`src/rtl/prb_pkg.sv`:
```
// Shared layout of the host control word and the latched command record.
// Assumes a 32-bit word with an 8-bit address and 16-bit data field.
package prb_pkg;
    localparam int ADDR_W   = 8;
    localparam int DATA_W   = 16;
    localparam int WORD_W   = 32;
    localparam int DIR_BIT  = 0;
    localparam int BUSY_BIT = 7;
    localparam int ADDR_LSB = 8;
    localparam int DATA_LSB = ADDR_LSB + ADDR_W;

    typedef struct packed {
        logic              wr;
        logic [ADDR_W-1:0] addr;
        logic [DATA_W-1:0] data;
    } prb_cmd_t;
endpackage

```
`src/rtl/prb_cmd_unpack.sv`:
```
// Splits a host control word into direction, address and data.
// Pure wiring. Bits 7:1 of the stored value carry no command meaning.
module prb_cmd_unpack
    import prb_pkg::*;
(
    input  logic [WORD_W-1:0] word,
    output prb_cmd_t          cmd
);
    logic rsvd_unused;

    // extract the command fields from their fixed positions
    always_comb begin
        cmd.wr   = word[DIR_BIT];
        cmd.addr = word[ADDR_LSB +: ADDR_W];
        cmd.data = word[DATA_LSB +: DATA_W];
    end

    assign rsvd_unused = ^word[BUSY_BIT:DIR_BIT+1];
endmodule

```
`src/rtl/prb_xact_ctrl.sv`:
```
// Tracks the single outstanding transaction.
// A store is accepted only when idle. Busy ends on the acknowledge.
// Assumes be_ack is only meaningful while busy.
module prb_xact_ctrl (
    input  logic clk,
    input  logic rst_n,
    input  logic host_wr,
    input  logic be_ack,
    output logic busy,
    output logic accept,
    output logic done
);
    logic busy_q;

    assign accept = host_wr & ~busy_q;
    assign done   = busy_q & be_ack;
    assign busy   = busy_q;

    // set busy after an accepted store, clear it on the acknowledge
    always_ff @(posedge clk) begin
        if (!rst_n)      busy_q <= 1'b0;
        else if (accept) busy_q <= 1'b1;
        else if (done)   busy_q <= 1'b0;
    end
endmodule

```
`src/rtl/prb_word_reg.sv`:
```
// Holds the latched command and assembles the word the host reads back.
// A completed read replaces the data field, forced to zero when the
// address is outside the populated register file.
module prb_word_reg
    import prb_pkg::*;
#(
    parameter int unsigned NUM_REGS = 48
) (
    input  logic              clk,
    input  logic              rst_n,
    input  logic              accept,
    input  logic              done,
    input  logic              busy,
    input  prb_cmd_t          cmd_in,
    input  logic [DATA_W-1:0] be_rdata,
    output prb_cmd_t          held,
    output logic [WORD_W-1:0] host_rdata
);
    localparam logic [ADDR_W-1:0] ADDR_LIMIT = ADDR_W'(NUM_REGS);

    prb_cmd_t held_q;
    logic     in_range;

    assign in_range = (held_q.addr < ADDR_LIMIT);
    assign held     = held_q;

    // load a new command, or capture read data at completion
    always_ff @(posedge clk) begin
        if (!rst_n)
            held_q <= '0;
        else if (accept)
            held_q <= cmd_in;
        else if (done && !held_q.wr)
            held_q.data <= in_range ? be_rdata : '0;
    end

    // pack the host-visible word; reserved bits read zero
    always_comb begin
        host_rdata                       = '0;
        host_rdata[DIR_BIT]              = held_q.wr;
        host_rdata[BUSY_BIT]             = busy;
        host_rdata[ADDR_LSB +: ADDR_W]   = held_q.addr;
        host_rdata[DATA_LSB +: DATA_W]   = held_q.data;
    end
endmodule

```
`src/rtl/phy_reg_bridge.sv`:
```
// Top of the PHY register access bridge: host control word in front,
// request/acknowledge port toward the PHY register file behind.
// Assumes one outstanding transaction and an acknowledge pulse per request.
module phy_reg_bridge
    import prb_pkg::*;
#(
    parameter int unsigned NUM_REGS = 48
) (
    input  logic              clk,
    input  logic              rst_n,
    input  logic              host_wr,
    input  logic [WORD_W-1:0] host_wdata,
    output logic [WORD_W-1:0] host_rdata,
    output logic              be_req,
    output logic              be_we,
    output logic [ADDR_W-1:0] be_addr,
    output logic [DATA_W-1:0] be_wdata,
    input  logic              be_ack,
    input  logic [DATA_W-1:0] be_rdata
);
    prb_cmd_t cmd_in;
    prb_cmd_t held;
    logic     busy;
    logic     accept;
    logic     done;

    prb_cmd_unpack u_unpack (
        .word (host_wdata),
        .cmd  (cmd_in)
    );

    prb_xact_ctrl u_ctrl (
        .clk     (clk),
        .rst_n   (rst_n),
        .host_wr (host_wr),
        .be_ack  (be_ack),
        .busy    (busy),
        .accept  (accept),
        .done    (done)
    );

    prb_word_reg #(.NUM_REGS(NUM_REGS)) u_word (
        .clk        (clk),
        .rst_n      (rst_n),
        .accept     (accept),
        .done       (done),
        .busy       (busy),
        .cmd_in     (cmd_in),
        .be_rdata   (be_rdata),
        .held       (held),
        .host_rdata (host_rdata)
    );

    assign be_req   = busy;
    assign be_we    = held.wr;
    assign be_addr  = held.addr;
    assign be_wdata = held.data;
endmodule

```
`config.mk`:
```
export PLATFORM = sky130hd
export DESIGN_NAME = phy_reg_bridge
export DESIGN_NICKNAME = d
export VERILOG_FILES = /design/src/rtl/prb_pkg.sv /design/src/rtl/prb_cmd_unpack.sv /design/src/rtl/prb_xact_ctrl.sv /design/src/rtl/prb_word_reg.sv /design/src/rtl/phy_reg_bridge.sv
export SDC_FILE = /design/constraint.sdc
export NUM_CORES = 1
export LEC_CHECK = 0
export CAP_MARGIN = 20
export CORE_MARGIN = 5
export CORE_UTILIZATION = 40
export CTS_BUF_LIST = sky130_fd_sc_hd__clkbuf_2 sky130_fd_sc_hd__clkbuf_4 sky130_fd_sc_hd__clkbuf_8
export CTS_CLUSTER_SIZE = 20
export DETAILED_ROUTE_END_ITERATION = 8
export DONT_BUFFER_PORTS = 1
export PLACE_DENSITY = 0.57
export SLEW_MARGIN = 20
export SYNTH_ARGS = -nofsm -noshare
export SYNTH_HDL_FRONTEND = slang
export SYNTH_HIERARCHICAL = 1
export SYNTH_SLANG_ARGS = --single-unit
```
`constraint.sdc`:
```
create_clock -name clk -period 3.5 [get_ports clk]
set_input_delay 0.175 -clock clk [delete_from_list [all_inputs] [get_ports clk]]
set_output_delay 0.175 -clock clk [all_outputs]
set_load 0.005 [all_outputs]
```
==> results.cfg, run 1 <==
[global_routing]
antenna_found_initial = 0
overflow = 0
grt_max_degree = 27
grt_use_total = 0.110
grt_pass1_vias = 871
grt_pass1_wl_um = 4510

[floorplan]
rows = 23
die_h_um = 73.1
core_area_um2 = 3910
initial_core_util = 0.407
dieArea_um2 = 5340
fp.dieW_um = 73.1
boundaryPins = 110

[timing]
clock_skew_ps = 5.70
setup_ws_ps = 1170
final.period_utilization = 0.666
rsz0062_at_grt = false
max_freq_mhz = 429
finalSetupViolCount = 0
relSlewSlack = 0.341
setup-tns-final_ps = 0
slew_violations = 0
hold_viol_final = 0
worst_pin_slew_ps = 988
min_period_ps = 2330

[power]
power_leakage_nw = 0.466
powerDensity_nw_per_um2 = 518
ir_drop_v = 0.000175

[placement]
routabilityCongestion = 0.645
portBuffers = 0
dp_slack_ps = 1150
dp_hpwl_um = 2170

[hold_path]
hold_path_class = input port to register

[drt]
wl_um = 3070
post-route-drc-count = 0
dr_total_vias = 884
drtIter0Drc = 10
post_drt_via_cell_ratio = 5.49
wl_per_cell_um = 19.1
drtPass1Iterations = 4
ant_nets = 0

[synthesis]
yosysSeqAreaShare = 0.327
synth.top_cell.area_share = 0.327
yosys-top-cells-area = dfxtp_1 (33%), buf_4 (27%), a22oi_1 (7.5%), o31ai_1 (7.5%), mux2i_1 (5.7%)
postSynthCellCount = 169
yosysWarnings = 6
syn_area_um2 = 1590
ys_ff_latch = 26
synth_top_area_cell = dfxtp_1
ys_types = 16
syn_area_per_cell_um2 = 9.42

[job]
cap_violations = 0

[clocking]
clock-sinks = 26
cts_inserted_buffers = 3
clk_pin_slew_ps = 90
postCtsSetupBuffers = 0
clockBufferDepth = 2
post_cts_resized = 0
tritoncts = done
root_buffer = clkbuf_8
htreeDepth = 1
clock_latency_ps = 270
postCtsHoldBufs = 0

[worst_setup_path]
crit_type = register to register
cp.arrival_ps = 2450
crit_path_max_fanout = 24
startpoint_type = register
end_kind = register
worstPathRequired_ps = 3620
rrSetupSlack_ps = 1170

[layout]
mostFrequentLayoutCells = dfxtp_1 (26), a22oi_1 (16), o31ai_1 (16), nor2b_1 (11), a21oi_2 (10)
fillers = 436
drive_gt1_frac = 0.162
final_nets = 164
layout_commonest_cell = dfxtp_1
syn_to_final_growth_pct = -21.2
antennaDiodeCount = 0

[run_status]
status = finished clean
==> sequential cells by signal, summed over array words and instances (netlist names) <==
| name | count |
|---|---|
| u_ctrl/busy | 1 |
| u_word/held | 25 |
==> final timing paths <==
path                      to  cells after the start       startpoint
max          u_word/held[11]                      4      u_ctrl/busy
min              u_ctrl/busy                      1            rst_n
min reg2reg  u_word/held[16]                      2  u_word/held[16]
max reg2reg  u_word/held[11]                      4      u_ctrl/busy
==> cell usage after synthesis <==
cell type	n
a2111oi_4	1
o21a_1	1
buf_4	58
buf_6	2
buf_2	4
a21oi_1	6
conb_1	1
and2_1	1
mux2i_1	9
a22oi_1	16
nor2b_1	12
or2_1	1
clkbuf_1	5
dfxtp_1	26
o31ai_1	16
a21oi_2	10
==> kinds of logic (layout without fill, tap and decap cells) <==
group	Yosys count	after routing	synth area share
compound gates	50	50	0.247
buf+inv	69	6	0.312
mux	9	9	0.0566
simple gates	14	14	0.0550
flops	26	26	0.327
other cells	1	6	0.00236
==> worst max-delay path: stages (launching register included) <==
cell and delay (ps):
dfxtp_1 390, nor2b_4 550, buf_4 390, or2_1 700, a21oi_1 150
==> per-stage QoR <==
stage	cell area (µm²)	total power, W	utilization	instances	hold slack, ps
after global routing	1250	0.000687	0.320	161	2.90
after detailed placement	1200	0.000463	0.306	157	301
after CTS	1250	0.000660	0.320	161	12.0
after floorplan	1610	0.000506	-	174	293
final	1250	0.000649	0.320	161	24.6
after global placement	1200	0.000456	0.306	157	298
==> metal layers <==
layer,part of all wire,wire (µm),track usage
met1,0.40,1220,0.132
met5,0,0,0
met3,0.10,315,0.0413
met4,0.0072,22,0.0430
met2,0.49,1510,0.178
==> power by group <==
| group | leakage (nW) | switching [W] | internal, W |
|---|---|---|---|
| sequential | 0.215 | 0.0000346 | 0.000323 |
| clock | 0.0288 | 0.0000947 | 0.000100 |
| combinational | 0.222 | 0.0000557 | 0.0000410 |
| total | 0.466 | 0.000185 | 0.000464 |
==> area by class of cell <==
| class | count | area (µm²) | area share |
|---|---|---|---|
| sequential | 26 | 520 | 0.415 |
| tap | 50 | 62.6 | 0.0499 |
| timing repair buffer | 2 | 15.0 | 0.0120 |
| clock buffer | 4 | 55.1 | 0.0439 |
| multi-input combinational | 79 | 601 | 0.479 |
(Power assumes the default switching activity.)
==> run 2: changes to the inputs <==
PLACE_DENSITY = 0.59   (was 0.57)
clock period = 1.9 ns   (was 3.5 ns; I/O delays follow)
==> run 2 against run 1 <==
Net effect:
- global-route usage increased by 0.85 points
- count of clock-buffer cells in the layout is the same
- clock power grew 81%
- die area is the same
- power rose by 89%
- sequential power is 85% higher
- worst hold slack lost 19 ps
- cell area is 9.4% higher
- critical path type unchanged
- largest cell class unchanged
- highest routed layer unchanged
==> results.cfg, run 2 (synthesis results as in run 1) <==
[run_status]
status = finished clean

[timing]
hold_viol_final = 0
min_period_ps = 1480
slew_violations = 0
rsz0062_at_grt = false
setup-tns-final_ps = 0
worst_pin_slew_ps = 880
max_freq_mhz = 674
final.period_utilization = 0.781
clock_skew_ps = 2.39
relSlewSlack = 0.411
finalSetupViolCount = 0

[global_routing]
antenna_found_initial = 0
top_usage_layer = met2
grt_max_degree = 27
met3_usage = 0.0427
grt_use_total = 0.119
overflow = 0
grt_pass1_vias = 1005
grt_pass1_wl_um = 4960
met1_usage = 0.129
met2_usage = 0.211

[clocking]
post_cts_resized = 0
root_buffer = clkbuf_8
clk_pin_slew_ps = 90
clock-sinks = 26
htreeDepth = 1
cts_inserted_buffers = 3
clockBufferDepth = 2
postCtsSetupBuffers = 0
tritoncts = done
postCtsHoldBufs = 8
clock_latency_ps = 260

[drt]
ant_nets = 0
drtIter0Drc = 24
wl_per_cell_um = 18.9
post-route-drc-count = 0
dr_total_vias = 947
post_drt_via_cell_ratio = 5.44
drtPass1Iterations = 4
wl_um = 3300

[layout]
layout_commonest_cell = dfxtp_1
antennaDiodeCount = 0
largest_reg_flops = 25
mostFrequentLayoutCells = dfxtp_1 (26), a22oi_1 (16), o31ai_1 (16), nor2b_1 (11), a21oi_2 (10)
fillers = 429
syn_to_final_growth_pct = -13.8
drive_gt1_frac = 0.185
final_nets = 177

[floorplan]
initial_core_util = 0.407
core_area_um2 = 3910
boundaryPins = 110
dieArea_um2 = 5340
fp.dieW_um = 73.1
rows = 23
die_h_um = 73.1

[worst_setup_path]
startpoint_type = register
rrSetupSlack_ps = 420
end_kind = register
reg2reg_to = u_word/held[5]
crit_path_max_fanout = 18
cp.arrival_ps = 1640
worstPathRequired_ps = 2050
reg2reg_depth = 5
crit_type = register to register
r2r_start = u_ctrl/busy

[hold_path]
whs_path_depth = 2
worstHoldEndpoint = u_word/held[22]
worstHoldStart = host_wdata[14]
hold_path_class = input port to register

[power]
p_int_w = 0.000877
swShare = 0.285
finalPower_w = 0.00123
power_leakage_nw = 0.524
ir_drop_v = 0.000282
powerDensity_nw_per_um2 = 894
pwr-share-clk = 0.288
seqPwrFrac = 0.538
p_comb_frac = 0.175
power_switching_w = 0.000349

[placement]
routabilityCongestion = 0.674
dp_hpwl_um = 2400
portBuffers = 0

[job]
cap_violations = 0
## run 2: how the worst max path moves through the flow
stage / slack [ps] / from / to / cells past startpoint
after global placement: 460 / u_ctrl/busy / u_word/held[6] / 5
final: 420 / u_ctrl/busy / u_word/held[5] / 5
after detailed placement: 400 / u_ctrl/busy / u_word/held[5] / 5
after floorplan: 450 / u_ctrl/busy / u_word/held[0] / 7
after CTS: 390 / u_ctrl/busy / u_word/held[5] / 5
after global routing: 330 / u_ctrl/busy / u_word/held[14] / 5
## run 2: layout make-up
class                      instances  area (µm²)  area share
timing repair buffer              15         133      0.0967
multi-input combinational         79         601       0.438
clock buffer                       4        55.1      0.0401
sequential                        26         520       0.380
tap                               50        62.6      0.0456
## run 2: stage by stage
stage,hold WS [ps],area (µm²),utilization,std cells,worst slack (ps)
after floorplan,213,1610,-,174,450
after global placement,216,1240,0.316,162,459
after detailed placement,221,1240,0.316,162,405
after CTS,0.0779,1370,0.350,174,390
after global routing,28.1,1370,0.350,174,326
final,5.33,1370,0.350,174,417
## run 2: routing by layer
layer  share of wire  up-vias
li1                -      439
met5               0        -
met4           0.010        0
met2            0.51       52
met1            0.37      452
met3            0.11        4
## run 2: worst max-delay path: stages (launching register included)
cell and delay [ps]:
dfxtp_1 480, nor2b_4 90, buf_4 210, buf_4 210, o31ai_1 320, a21oi_2 50
## run 2: power by group through the flow
| stage | Sequential, W | Clock (W) | Combinational (W) |
|---|---|---|---|
| 2_1_floorplan | 0.000648 | 0 | 0.000284 |
| 3_3_place_gp | 0.000672 | 0 | 0.000182 |
| 3_5_place_dp | 0.000674 | 0 | 0.000193 |
| 4_1_cts | 0.000662 | 0.000376 | 0.000214 |
| 5_1_grt | 0.000671 | 0.000386 | 0.000235 |
| 6_report | 0.000659 | 0.000353 | 0.000214 |
==> run 3: changes to the inputs <==
PLACE_DENSITY = 0.57   (was 0.59)
clock period = 1.4 ns   (was 1.9 ns; I/O delays follow)
==> run 3 against run 2 <==
Net effect:
- die area is the same
- setup slack lost 250 ps
- first-iteration DRC count increased by 17%
- sequential share of layout area shrank 3.5 points
- combinational power rose by 62%
- non-clock buffer count is 11 higher
- critical path depth fell by 1
- worst hold slack improved by 6.5 ps
- via count is 3.5% higher
- flip-flop and latch count did not move
- core utilization increased by 3.6 points
- register-to-register slack worse by 250 ps
- largest cell class unchanged
- highest routed layer unchanged
==> results.cfg, run 3 (synthesis results as in run 1) <==
[drt]
post_drt_via_cell_ratio = 5.30
drtIter0Drc = 28
wl_um = 3290
post-route-drc-count = 0
wl_per_cell_um = 17.8
ant_nets = 0
drtPass1Iterations = 4
dr_total_vias = 980

[worst_setup_path]
crit_chain = a2111oi_4 > buf_12 > a22oi_1 > a21oi_1
cp_top_family = compound AO/OA/AOI/OAI gates
end_kind = register
worstPathRequired_ps = 1610
rrSetupSlack_ps = 160
worst-path-buf-inv = 1
crit_path_max_fanout = 16
cp.arrival_ps = 1440
cpPeakStageDelay_ps = 410
crit_type = register to register
startpoint_type = register
cpMaxStageDelayCell = a2111oi_4

[power]
ir_drop_v = 0.000471
power_leakage_nw = 0.603
finalPower_w = 0.00186
p_comb_frac = 0.186
swShare = 0.267
pwr-share-clk = 0.337
p_int_w = 0.00136
powerDensity_nw_per_um2 = 1230
power_switching_w = 0.000495
seqPwrFrac = 0.477

[layout]
layout_commonest_cell = dfxtp_1
final_util = 0.387
mostFrequentLayoutCells = dfxtp_1 (25), a22oi_1 (16), o31ai_1 (16)
final_cells = 185
drive_gt1_frac = 0.230
antennaDiodeCount = 0
final_nets = 188
syn_to_final_growth_pct = -4.95
largest_reg_flops = 25

[clocking]
htreeDepth = 1
clockBufferDepth = 2
clock_latency_ps = 270
clock-sinks = 26
root_buffer = clkbuf_8
tritoncts = done
postCtsSetupBuffers = 0
cts_inserted_buffers = 3
clk_pin_slew_ps = 90

[floorplan]
dieArea_um2 = 5340
rows = 23
initial_core_util = 0.407
die_h_um = 73.1
boundaryPins = 110
fp.dieW_um = 73.1
core_area_um2 = 3910

[global_routing]
grt_use_total = 0.121
grt_max_degree = 27
grt_pass1_vias = 1004
overflow = 0
grt_pass1_wl_um = 5030
antenna_found_initial = 0

[timing]
max_freq_mhz = 808
min_period_ps = 1240
final.period_utilization = 0.884
setup-tns-final_ps = 0
relSlewSlack = 0.437
hold_viol_final = 0
worst_pin_slew_ps = 845
slew_violations = 0
finalSetupViolCount = 0
clock_skew_ps = 1.09
rsz0062_at_grt = false

[hold_path]
hold_path_class = input port to register

[placement]
portBuffers = 0
routabilityCongestion = 0.680
place_inst = 169
dp_hpwl_um = 2380

[run_status]
status = finished clean

[job]
cap_violations = 0
-- run 3: final timing paths --
check,start,to,cells after the start
max,u_word/held[21],u_word/held[14],4
min,be_rdata[7],u_word/held[7],2
max reg2reg,u_word/held[21],u_word/held[14],4
min reg2reg,u_word/held[19],u_word/held[19],2
-- run 3: what timing repair did --
| action | 4_1_cts | 5_1_grt |
|---|---|---|
| gates resized for setup | 0 | 3 |
| hold buffers | 10 | 2 |
| setup endpoints to repair | 0 | 15 |
| hold endpoints to repair | 26 | 2 |
-- run 3: power groups by stage --
stage / sequential (W) / combinational [W] / clock, W
CTS: 0.000888 / 0.000343 / 0.000645
global route: 0.000902 / 0.000382 / 0.000676
detailed placement: 0.000905 / 0.000309 / 0
global placement: 0.000904 / 0.000296 / 0
floorplan: 0.000880 / 0.000388 / 0
finish: 0.000885 / 0.000346 / 0.000626
-- run 3: per-layer routing --
layer / vias up / GRT usage / routed length (µm)
li1: 458 / - / -
met2: 61 / 0.195 / 1670
met5: - / 0 / 0
met3: 2 / 0.0358 / 327
met1: 459 / 0.154 / 1270
met4: 0 / 0.0430 / 25
-- run 3: final cells by class --
class	count	area, µm²
clock buffer	3	41.3
tap	50	62.6
timing repair buffer	26	256
clock inverter	1	30.0
multi-input combinational	79	601
sequential	26	522
fill	400	2400
-- run 3: stage by stage --
stage | area (µm²) | hold slack (ps) | worst slack, ps
after detailed placement | 1310 | 196 | 149
after floorplan | 1620 | 188 | 34.1
after global routing | 1510 | 13.9 | 52.6
final | 1510 | 11.8 | 162
after CTS | 1490 | 1.86 | 71.7
after global placement | 1310 | 191 | 176
